==> config.mk <==
export PLATFORM = sky130hd
export DESIGN_NAME = spi_rate_search
export DESIGN_NICKNAME = d
export VERILOG_FILES = /design/src/rtl/rsrch_pkg.sv /design/src/rtl/rsrch_walker.sv /design/src/rtl/rsrch_eval.sv /design/src/rtl/rsrch_div.sv /design/src/rtl/spi_rate_search.sv
export SDC_FILE = /design/constraint.sdc
export NUM_CORES = 2
export LEC_CHECK = 0
export BUFFER_PORTS_ARGS = -buffer_cell sky130_fd_sc_hd__buf_2
export CORE_UTILIZATION = 59
export CTS_CLUSTER_DIAMETER = 30
export DETAILED_ROUTE_END_ITERATION = 8
export PLACE_DENSITY = 0.84
export SYNTH_ARGS = -nofsm -noshare
export SYNTH_HDL_FRONTEND = slang
export SYNTH_SLANG_ARGS = --single-unit
==> constraint.sdc <==
create_clock -name clk -period 15.05 [get_ports clk]
set_input_delay 0.7525 -clock clk [delete_from_list [all_inputs] [get_ports clk]]
set_output_delay 0.7525 -clock clk [all_outputs]
set_load 0.01 [all_outputs]
==> src/rtl/rsrch_pkg.sv <==
package rsrch_pkg;
  typedef enum logic [1:0] {
    S_IDLE = 2'd0,
    S_P1   = 2'd1,
    S_P2   = 2'd2,
    S_DIV  = 2'd3
  } rs_state_e;
endpackage

==> src/rtl/rsrch_walker.sv <==
// Candidate index stepper: two nested loops whose nesting order is chosen per pass.
module rsrch_walker #(
  parameter int IDX_W     = 8,
  parameter int CPS_FIRST = 2,
  parameter int CPS_LAST  = 253,
  parameter int SCR_FIRST = 0,
  parameter int SCR_LAST  = 254
) (
  input  logic             clk,
  input  logic             rst_n,
  input  logic             restart_i,
  input  logic             step_i,
  input  logic             scr_major_i,
  output logic [IDX_W-1:0] cps_o,
  output logic [IDX_W-1:0] scr_o,
  output logic             last_o
);
  localparam logic [IDX_W-1:0] CF = IDX_W'(CPS_FIRST);
  localparam logic [IDX_W-1:0] CL = IDX_W'(CPS_LAST);
  localparam logic [IDX_W-1:0] SF = IDX_W'(SCR_FIRST);
  localparam logic [IDX_W-1:0] SL = IDX_W'(SCR_LAST);
  localparam logic [IDX_W-1:0] ONE = IDX_W'(1);

  logic [IDX_W-1:0] cps_q, cps_d, scr_q, scr_d;
  logic cps_end, scr_end;

  assign cps_end = (cps_q == CL);
  assign scr_end = (scr_q == SL);
  assign last_o  = cps_end && scr_end;
  assign cps_o   = cps_q;
  assign scr_o   = scr_q;

  always_comb begin
    cps_d = cps_q;
    scr_d = scr_q;
    if (restart_i) begin
      cps_d = CF;
      scr_d = SF;
    end else if (step_i) begin
      if (scr_major_i) begin
        if (cps_end) begin
          cps_d = CF;
          scr_d = scr_q + ONE;
        end else begin
          cps_d = cps_q + ONE;
        end
      end else begin
        if (scr_end) begin
          scr_d = SF;
          cps_d = cps_q + ONE;
        end else begin
          scr_d = scr_q + ONE;
        end
      end
    end
  end

  always_ff @(posedge clk or negedge rst_n) begin
    if (!rst_n) begin
      cps_q <= CF;
      scr_q <= SF;
    end else if (restart_i || step_i) begin
      cps_q <= cps_d;
      scr_q <= scr_d;
    end
  end

  // in the first-pass order, rate holds while prescale advances
  p_inner_cps_r2: assert property (@(posedge clk) disable iff (!rst_n)
    (step_i && !restart_i && scr_major_i && !cps_end) |=> $stable(scr_q));
  // in the second-pass order, prescale holds while rate advances
  p_inner_scr_r4: assert property (@(posedge clk) disable iff (!rst_n)
    (step_i && !restart_i && !scr_major_i && !scr_end) |=> $stable(cps_q));
  // indices never leave their ranges
  p_range_r2: assert property (@(posedge clk) disable iff (!rst_n)
    (cps_q >= CF) && (cps_q <= CL) && (scr_q >= SF) && (scr_q <= SL));
endmodule

==> src/rtl/rsrch_eval.sv <==
// Compares floor(ref / p) against the target through products, with p = cps * (1 + scr).
module rsrch_eval #(
  parameter int REF_W = 32,
  parameter int IDX_W = 8
) (
  input  logic [REF_W-1:0]     ref_i,
  input  logic [REF_W-1:0]     tgt_i,
  input  logic [IDX_W-1:0]     cps_i,
  input  logic [IDX_W-1:0]     scr_i,
  output logic [2*IDX_W:0]     prod_o,
  output logic                 exact_o,
  output logic                 below_o,
  output logic                 at_or_below_o
);
  localparam int PROD_W = 2 * IDX_W + 1;
  localparam int WIDE_W = REF_W + PROD_W;

  logic [IDX_W:0]    scr_p1;
  logic [WIDE_W-1:0] lo, hi, refx;

  assign scr_p1 = {1'b0, scr_i} + {{IDX_W{1'b0}}, 1'b1};
  assign prod_o = {{(IDX_W+1){1'b0}}, cps_i} * {{IDX_W{1'b0}}, scr_p1};
  // floor(ref/p) == t  <=>  t*p <= ref < (t+1)*p
  assign lo     = {{PROD_W{1'b0}}, tgt_i} * {{REF_W{1'b0}}, prod_o};
  assign hi     = lo + {{REF_W{1'b0}}, prod_o};
  assign refx   = {{PROD_W{1'b0}}, ref_i};

  assign exact_o       = (lo <= refx) && (refx < hi);
  assign below_o       = (refx < lo);
  assign at_or_below_o = (refx < hi);
endmodule

==> src/rtl/rsrch_div.sv <==
// Restoring divider, one quotient bit per clock.
module rsrch_div #(
  parameter int NUM_W = 32,
  parameter int DEN_W = 17
) (
  input  logic             clk,
  input  logic             rst_n,
  input  logic             go_i,
  input  logic [NUM_W-1:0] num_i,
  input  logic [DEN_W-1:0] den_i,
  output logic [NUM_W-1:0] quo_o,
  output logic             fin_o
);
  localparam int CNT_W = $clog2(NUM_W + 1);
  localparam int CHK_W = NUM_W + DEN_W + 1;

  logic [NUM_W-1:0] quo_q, quo_d, num_q;
  logic [DEN_W-1:0] rem_q, rem_d, den_q;
  logic [CNT_W-1:0] cnt_q, cnt_d;
  logic             run_q;
  logic [DEN_W:0]   trial, diff;
  logic             fits;

  assign trial = {rem_q, quo_q[NUM_W-1]};
  assign diff  = trial - {1'b0, den_q};
  assign fits  = (trial >= {1'b0, den_q});

  always_comb begin
    quo_d = {quo_q[NUM_W-2:0], fits};
    rem_d = fits ? diff[DEN_W-1:0] : trial[DEN_W-1:0];
    cnt_d = cnt_q - CNT_W'(1);
  end

  always_ff @(posedge clk or negedge rst_n) begin
    if (!rst_n) begin
      quo_q <= '0;
      rem_q <= '0;
      num_q <= '0;
      den_q <= '0;
      cnt_q <= '0;
      run_q <= 1'b0;
    end else if (go_i) begin
      quo_q <= num_i;
      rem_q <= '0;
      num_q <= num_i;
      den_q <= den_i;
      cnt_q <= CNT_W'(NUM_W);
      run_q <= 1'b1;
    end else if (run_q && (cnt_q != '0)) begin
      quo_q <= quo_d;
      rem_q <= rem_d;
      cnt_q <= cnt_d;
    end
  end

  assign quo_o = quo_q;
  assign fin_o = run_q && (cnt_q == '0);

  // a finished quotient is the floor of the captured ratio
  p_floor_r1: assert property (@(posedge clk) disable iff (!rst_n)
    fin_o |-> (({{(DEN_W+1){1'b0}}, quo_q} * {{(NUM_W+1){1'b0}}, den_q}) <= {{(DEN_W+1){1'b0}}, num_q})
           && ({{(DEN_W+1){1'b0}}, num_q} < (({{(DEN_W+1){1'b0}}, quo_q} + CHK_W'(1)) * {{(NUM_W+1){1'b0}}, den_q})));
endmodule

==> src/rtl/spi_rate_search.sv <==
module spi_rate_search
  import rsrch_pkg::*;
#(
  parameter int REF_W     = 32,
  parameter int IDX_W     = 8,
  parameter int CPS_FIRST = 2,
  parameter int CPS_LAST  = 253,
  parameter int SCR_FIRST = 0,
  parameter int SCR_LAST  = 254
) (
  input  logic             clk,
  input  logic             rst_n,
  input  logic             start_i,
  input  logic [REF_W-1:0] ref_hz_i,
  input  logic [REF_W-1:0] tgt_hz_i,
  output logic             busy_o,
  output logic             done_o,
  output logic             err_o,
  output logic [IDX_W-1:0] cps_o,
  output logic [IDX_W-1:0] scr_o
);
  localparam int PROD_W = 2 * IDX_W + 1;

  rs_state_e        state_q, state_d;
  logic [REF_W-1:0] ref_q, ref_d, tgt_q, tgt_d;
  logic [IDX_W-1:0] c1_cps_q, c1_cps_d, c1_scr_q, c1_scr_d;
  logic [IDX_W-1:0] c2_cps_q, c2_cps_d, c2_scr_q, c2_scr_d;
  logic [PROD_W-1:0] c1_prod_q, c1_prod_d;
  logic             done_q, done_d, err_q, err_d;
  logic [IDX_W-1:0] cps_q, cps_d, scr_q, scr_d;

  logic             w_restart, w_step, w_last;
  logic [IDX_W-1:0] cur_cps, cur_scr;
  logic [PROD_W-1:0] cur_prod;
  logic             hit_eq, hit_lt, hit_le;
  logic             div_go, fin1, fin2;
  logic [REF_W-1:0] q1, q2;

  rsrch_walker #(
    .IDX_W(IDX_W), .CPS_FIRST(CPS_FIRST), .CPS_LAST(CPS_LAST),
    .SCR_FIRST(SCR_FIRST), .SCR_LAST(SCR_LAST)
  ) u_walk (
    .clk(clk), .rst_n(rst_n), .restart_i(w_restart), .step_i(w_step),
    .scr_major_i(state_q == S_P1), .cps_o(cur_cps), .scr_o(cur_scr), .last_o(w_last)
  );

  rsrch_eval #(.REF_W(REF_W), .IDX_W(IDX_W)) u_eval (
    .ref_i(ref_q), .tgt_i(tgt_q), .cps_i(cur_cps), .scr_i(cur_scr),
    .prod_o(cur_prod), .exact_o(hit_eq), .below_o(hit_lt), .at_or_below_o(hit_le)
  );

  rsrch_div #(.NUM_W(REF_W), .DEN_W(PROD_W)) u_div1 (
    .clk(clk), .rst_n(rst_n), .go_i(div_go), .num_i(ref_q), .den_i(c1_prod_q),
    .quo_o(q1), .fin_o(fin1)
  );

  rsrch_div #(.NUM_W(REF_W), .DEN_W(PROD_W)) u_div2 (
    .clk(clk), .rst_n(rst_n), .go_i(div_go), .num_i(ref_q), .den_i(cur_prod),
    .quo_o(q2), .fin_o(fin2)
  );

  always_comb begin
    state_d   = state_q;
    ref_d     = ref_q;
    tgt_d     = tgt_q;
    c1_cps_d  = c1_cps_q;
    c1_scr_d  = c1_scr_q;
    c1_prod_d = c1_prod_q;
    c2_cps_d  = c2_cps_q;
    c2_scr_d  = c2_scr_q;
    cps_d     = cps_q;
    scr_d     = scr_q;
    done_d    = 1'b0;
    err_d     = 1'b0;
    w_restart = 1'b0;
    w_step    = 1'b0;
    div_go    = 1'b0;
    unique case (state_q)
      S_IDLE: begin
        if (start_i) begin
          ref_d     = ref_hz_i;
          tgt_d     = tgt_hz_i;
          w_restart = 1'b1;
          state_d   = S_P1;
        end
      end
      S_P1: begin
        if (hit_eq) begin
          cps_d   = cur_cps;
          scr_d   = cur_scr;
          done_d  = 1'b1;
          state_d = S_IDLE;
        end else if (hit_lt || w_last) begin
          c1_cps_d  = cur_cps;
          c1_scr_d  = cur_scr;
          c1_prod_d = cur_prod;
          w_restart = 1'b1;
          state_d   = S_P2;
        end else begin
          w_step = 1'b1;
        end
      end
      S_P2: begin
        if (hit_le) begin
          c2_cps_d = cur_cps;
          c2_scr_d = cur_scr;
          div_go   = 1'b1;
          state_d  = S_DIV;
        end else if (w_last) begin
          cps_d   = cur_cps;
          scr_d   = cur_scr;
          done_d  = 1'b1;
          err_d   = 1'b1;
          state_d = S_IDLE;
        end else begin
          w_step = 1'b1;
        end
      end
      S_DIV: begin
        if (fin1 && fin2) begin
          cps_d   = (q1 >= q2) ? c1_cps_q : c2_cps_q;
          scr_d   = (q1 >= q2) ? c1_scr_q : c2_scr_q;
          done_d  = 1'b1;
          state_d = S_IDLE;
        end
      end
      default: state_d = S_IDLE;
    endcase
  end

  always_ff @(posedge clk or negedge rst_n) begin
    if (!rst_n) begin
      state_q   <= S_IDLE;
      ref_q     <= '0;
      tgt_q     <= '0;
      c1_cps_q  <= '0;
      c1_scr_q  <= '0;
      c1_prod_q <= '0;
      c2_cps_q  <= '0;
      c2_scr_q  <= '0;
      cps_q     <= '0;
      scr_q     <= '0;
      done_q    <= 1'b0;
      err_q     <= 1'b0;
    end else begin
      state_q   <= state_d;
      ref_q     <= ref_d;
      tgt_q     <= tgt_d;
      c1_cps_q  <= c1_cps_d;
      c1_scr_q  <= c1_scr_d;
      c1_prod_q <= c1_prod_d;
      c2_cps_q  <= c2_cps_d;
      c2_scr_q  <= c2_scr_d;
      cps_q     <= cps_d;
      scr_q     <= scr_d;
      done_q    <= done_d;
      err_q     <= err_d;
    end
  end

  assign busy_o = (state_q != S_IDLE);
  assign done_o = done_q;
  assign err_o  = err_q;
  assign cps_o  = cps_q;
  assign scr_o  = scr_q;

  // done lasts one cycle and never overlaps busy
  p_done_pulse_r6: assert property (@(posedge clk) disable iff (!rst_n)
    done_o |=> !done_o);
  p_done_idle_r6: assert property (@(posedge clk) disable iff (!rst_n)
    done_o |-> !busy_o);
  p_busy_end_r6: assert property (@(posedge clk) disable iff (!rst_n)
    $fell(busy_o) |-> done_o);
  // err only accompanies done
  p_err_done_r8: assert property (@(posedge clk) disable iff (!rst_n)
    err_o |-> done_o);
  // a start during the later phases never restarts the first pass
  p_ignore_start_r7: assert property (@(posedge clk) disable iff (!rst_n)
    ((state_q == S_P2 || state_q == S_DIV) && start_i) |=> (state_q != S_P1));
  // an exact first-pass hit finishes on the next edge without error
  p_exact_skip_r3: assert property (@(posedge clk) disable iff (!rst_n)
    (state_q == S_P1 && hit_eq) |=> (done_o && !err_o && !busy_o));
  // first-pass pair wins when its rate is not lower
  p_pick_r5: assert property (@(posedge clk) disable iff (!rst_n)
    (state_q == S_DIV && fin1 && fin2 && (q1 >= q2)) |=>
      (cps_o == $past(c1_cps_q)) && (scr_o == $past(c1_scr_q)));
endmodule

==> flow_metrics.tcl <==
set metrics [dict create \
    status "completed" \
    yosys_warnings 0 \
    worst_ep_required_time_ns 15.55 \
    synth-seq-cells 294 \
    layout.cells.most_common "inv_1" \
    synth_cells 4345 \
    cts-root-buf "clkbuf_16" \
    cpMostUsedCell "fa_1" \
    routabilityCongestion 0.9884 \
    first_global_vias 32590 \
    power.share.switching_pct 47.53 \
    clock_skew_ns 0.03720 \
    grt_max_degree 196 \
    start_util_pct 60.08 \
    finalPower_mw 6.950 \
    reg2regPathDepth 57 \
    numCtsBuffers 58 \
    portBuffers 85 \
    power.leakage_nw 21.37 \
    clk_pin_slew_worst_paths_ns 0.06 \
    critPathLaunchType "flip-flop" \
    grt_usage_pct 31.63 \
    worstPathArrival_ns 15.28 \
    routed_wl_um 105700 \
    critPathMaxStageDelay_ns 0.58 \
    areaGrowthSynthToFinish_pct 10.88 \
    ys_types 89 \
    yosysSeqAreaShare_pct 19.28 \
    viasPerCell 6.025 \
    synth_area_um2 38170 \
    combPwrFrac_pct 55.7 \
    worst-setup-path-type "reg2reg" \
    ioPinCount 86 \
    grt_pass1_wl_um 166300 \
    r2r_start "u_walk.scr_o[2]" \
    synth_ff_type "dfrtp_1" \
    synth_top_area_share_pct 25.91 \
    vias 31712 \
    die_w_um 256.4 \
    drc 0 \
    crit_path_end "u_walk.scr_o[6]" \
    ff2ff_setup_slack_ns 0.28 \
    rows 92 \
    slew_headroom_pct 21.40 \
    p_seq_share_pct 23.6 \
    synth_top_area_cell "fa_1" \
    end_kind "flip-flop" \
    design.die.area_um2 65720 \
    critPathMaxFanout 19 \
    worst_pin_slew_ns 1.177 \
    h-tree-depth 2 \
    die_h_um 256.4 \
    p_clk_share_pct 20.7 \
    hp-class "in2async" \
    internal-power_mw 3.646 \
    p_switching_mw 3.304 \
    min_period_ns 14.77 \
    dp_hpwl_um 74990 \
    ir_drop_mv 0.1371 \
    synth_edf_count 0 \
    cap_violations 0 \
    drive_gt1_share_pct 12.30 \
    cts.sinks 294 \
    mostFrequentLayoutCells "inv_1, nand2_1, fa_1" \
    power_density_nw_per_um2 164.2 \
    first_pass_iters 7 \
    overflow 0 \
    nNetsFinal 5245 \
    finalHoldViolations 0 \
    synthArstFlopShare_pct 100.0 \
    crit_slowest_cell "or4_1" \
    core_area_um2 63540 \
    finalMaxSlewViolations 0 \
    ant_nets 0 \
    cts_max_path_buffers 3 \
    drtIter0Drc 3053 \
    critPathLaunch "u_walk.scr_o[2]" \
    cts_tree "yes" \
    antenna_found_initial 4 \
    cts_hold_buf 0 \
    drt-wirelength-per-cell_um 20.07 \
    setup_viol 0 \
    fmax_mhz 67.70 \
    final.setup.tns_ns 0 \
    synth.avg_cell_area_um2 8.786 \
    period_share_pct 98.15 \
    rr_endpoint "u_walk.scr_o[6]" \
    ys_top_cells_by_area "fa_1, dfrtp_1, ha_1, inv_1, nand2_1" \
    clk_latency_ns 0.65 \
    synth_nets 5222 \
]
## how the worst min path moves through the flow
stage | startpoint | endpoint | slack [ns] | depth (start not counted)
after floorplan | c1_cps_q[1] | c1_cps_q[1] | 0.45 | 2
after global placement | c1_scr_q[0] | c1_scr_q[0] | 0.47 | 2
after detailed placement | c2_cps_q[1] | c2_cps_q[1] | 0.48 | 2
after CTS | rst_n | u_div1.quo_o[1] | 0.18 | 1
after global routing | rst_n | u_div1.quo_o[6] | 0.22 | 1
final | rst_n | u_div2.quo_o[3] | 0.15 | 1
## synthesized netlist by cell type, drive strengths merged (37+ instances only)
library cell	n
nor2b	57
clkbuf	191
a31oi	72
nand4	41
inv	774
a21o	68
nor2	198
o21ai	129
a21oi	165
xnor2	62
and2	159
nor3	37
nand2	679
ha	316
nand3	42
dfrtp	293
fa	494
xor2	53
mux2	152
a211oi	45
## layer usage
metal	wire, µm	up-vias	global-route usage [%]
li1	-	13892	-
met3	9026	437	4.824
met2	50740	1630	52.60
met5	9	-	0
met4	6562	2	17.61
met1	39320	15751	39.56
## timing repair
item / CTS / global route
setup endpoints to repair: 151 / 230
setup buffers: 3 / 13
gates cloned: 0 / 1
pin swaps: 1 / 10
gates resized for setup: 9 / 52
hold endpoints to repair: 0 / 0
## state kept, by name, indices dropped and copies added (netlist names), 8 cells and up
| signal | cells |
|---|---|
| u_walk.scr_o | 8 |
| ref_q | 32 |
| u_div1.rem_q | 17 |
| c1_cps_q | 8 |
| scr_o | 8 |
| tgt_q | 32 |
| u_div2.den_q | 17 |
| c2_cps_q | 8 |
| u_walk.cps_o | 8 |
| u_div1.den_q | 17 |
| c1_prod_q | 17 |
| u_div2.rem_q | 17 |
| c2_scr_q | 8 |
| u_div2.quo_o | 32 |
| cps_o | 8 |
| u_div1.quo_o | 32 |
| c1_scr_q | 8 |
## stage by stage
step           worst slack, ns  hold slack [ns]  instance area (µm²)  utilization [%]  std cells
3_5_place_dp           -0.2742           0.4759                39630            62.37       5137
3_3_place_gp            0.1859           0.4672                39630            62.37       5137
2_1_floorplan            1.105           0.4502                38170                -       4345
4_1_cts               0.002560           0.1832                41910            65.95       5248
6_report                0.2784           0.1454                42330            66.62       5263
5_1_grt                -0.3782           0.2214                42330            66.61       5262
## power groups by stage
stage          registers [mW]  logic, mW  clock network [mW]
5_1_grt                  1.66       4.29                1.49
3_3_place_gp             1.61       3.55                   0
3_5_place_dp             1.62       3.69                   0
2_1_floorplan            1.27       2.94                   0
6_report                 1.64       3.87                1.44
4_1_cts                  1.62       3.78                1.45
## final cells by class
cell class                      count  area [µm²]
Antenna cell                        1       2.502
Multi-Input combinational cell   3056       27500
Sequential cell                   294        7361
Clock inverter                     45       669.4
Inverter                          774        2905
Clock buffer                       63        1510
Tap cell                          846        1059
Fill cell                        4686       21210
Timing Repair Buffer              184        1319
## worst max-delay path, delay by kind of cell, from the launching register on
family / cells / cell delay [ns]
flip-flops: 1 / 0.48
AO/OA/AOI/OAI: 17 / 2.83
buffers and inverters: 9 / 1.15
AND/OR/NAND/NOR: 15 / 3.11
adder cells (fa/ha/maj): 13 / 6.43
XOR/XNOR: 3 / 0.59
## kinds of logic after synthesis
family	Yosys count	synth area share [%]
flip-flops	294	19.28
buffers and inverters	996	9.912
AND/OR/NAND/NOR	1341	16.35
multiplexers	186	5.375
adder cells (fa/ha/maj)	810	36.26
AO/OA/AOI/OAI	602	10.13
XOR/XNOR	116	2.701
(Power assumes the default switching activity.)
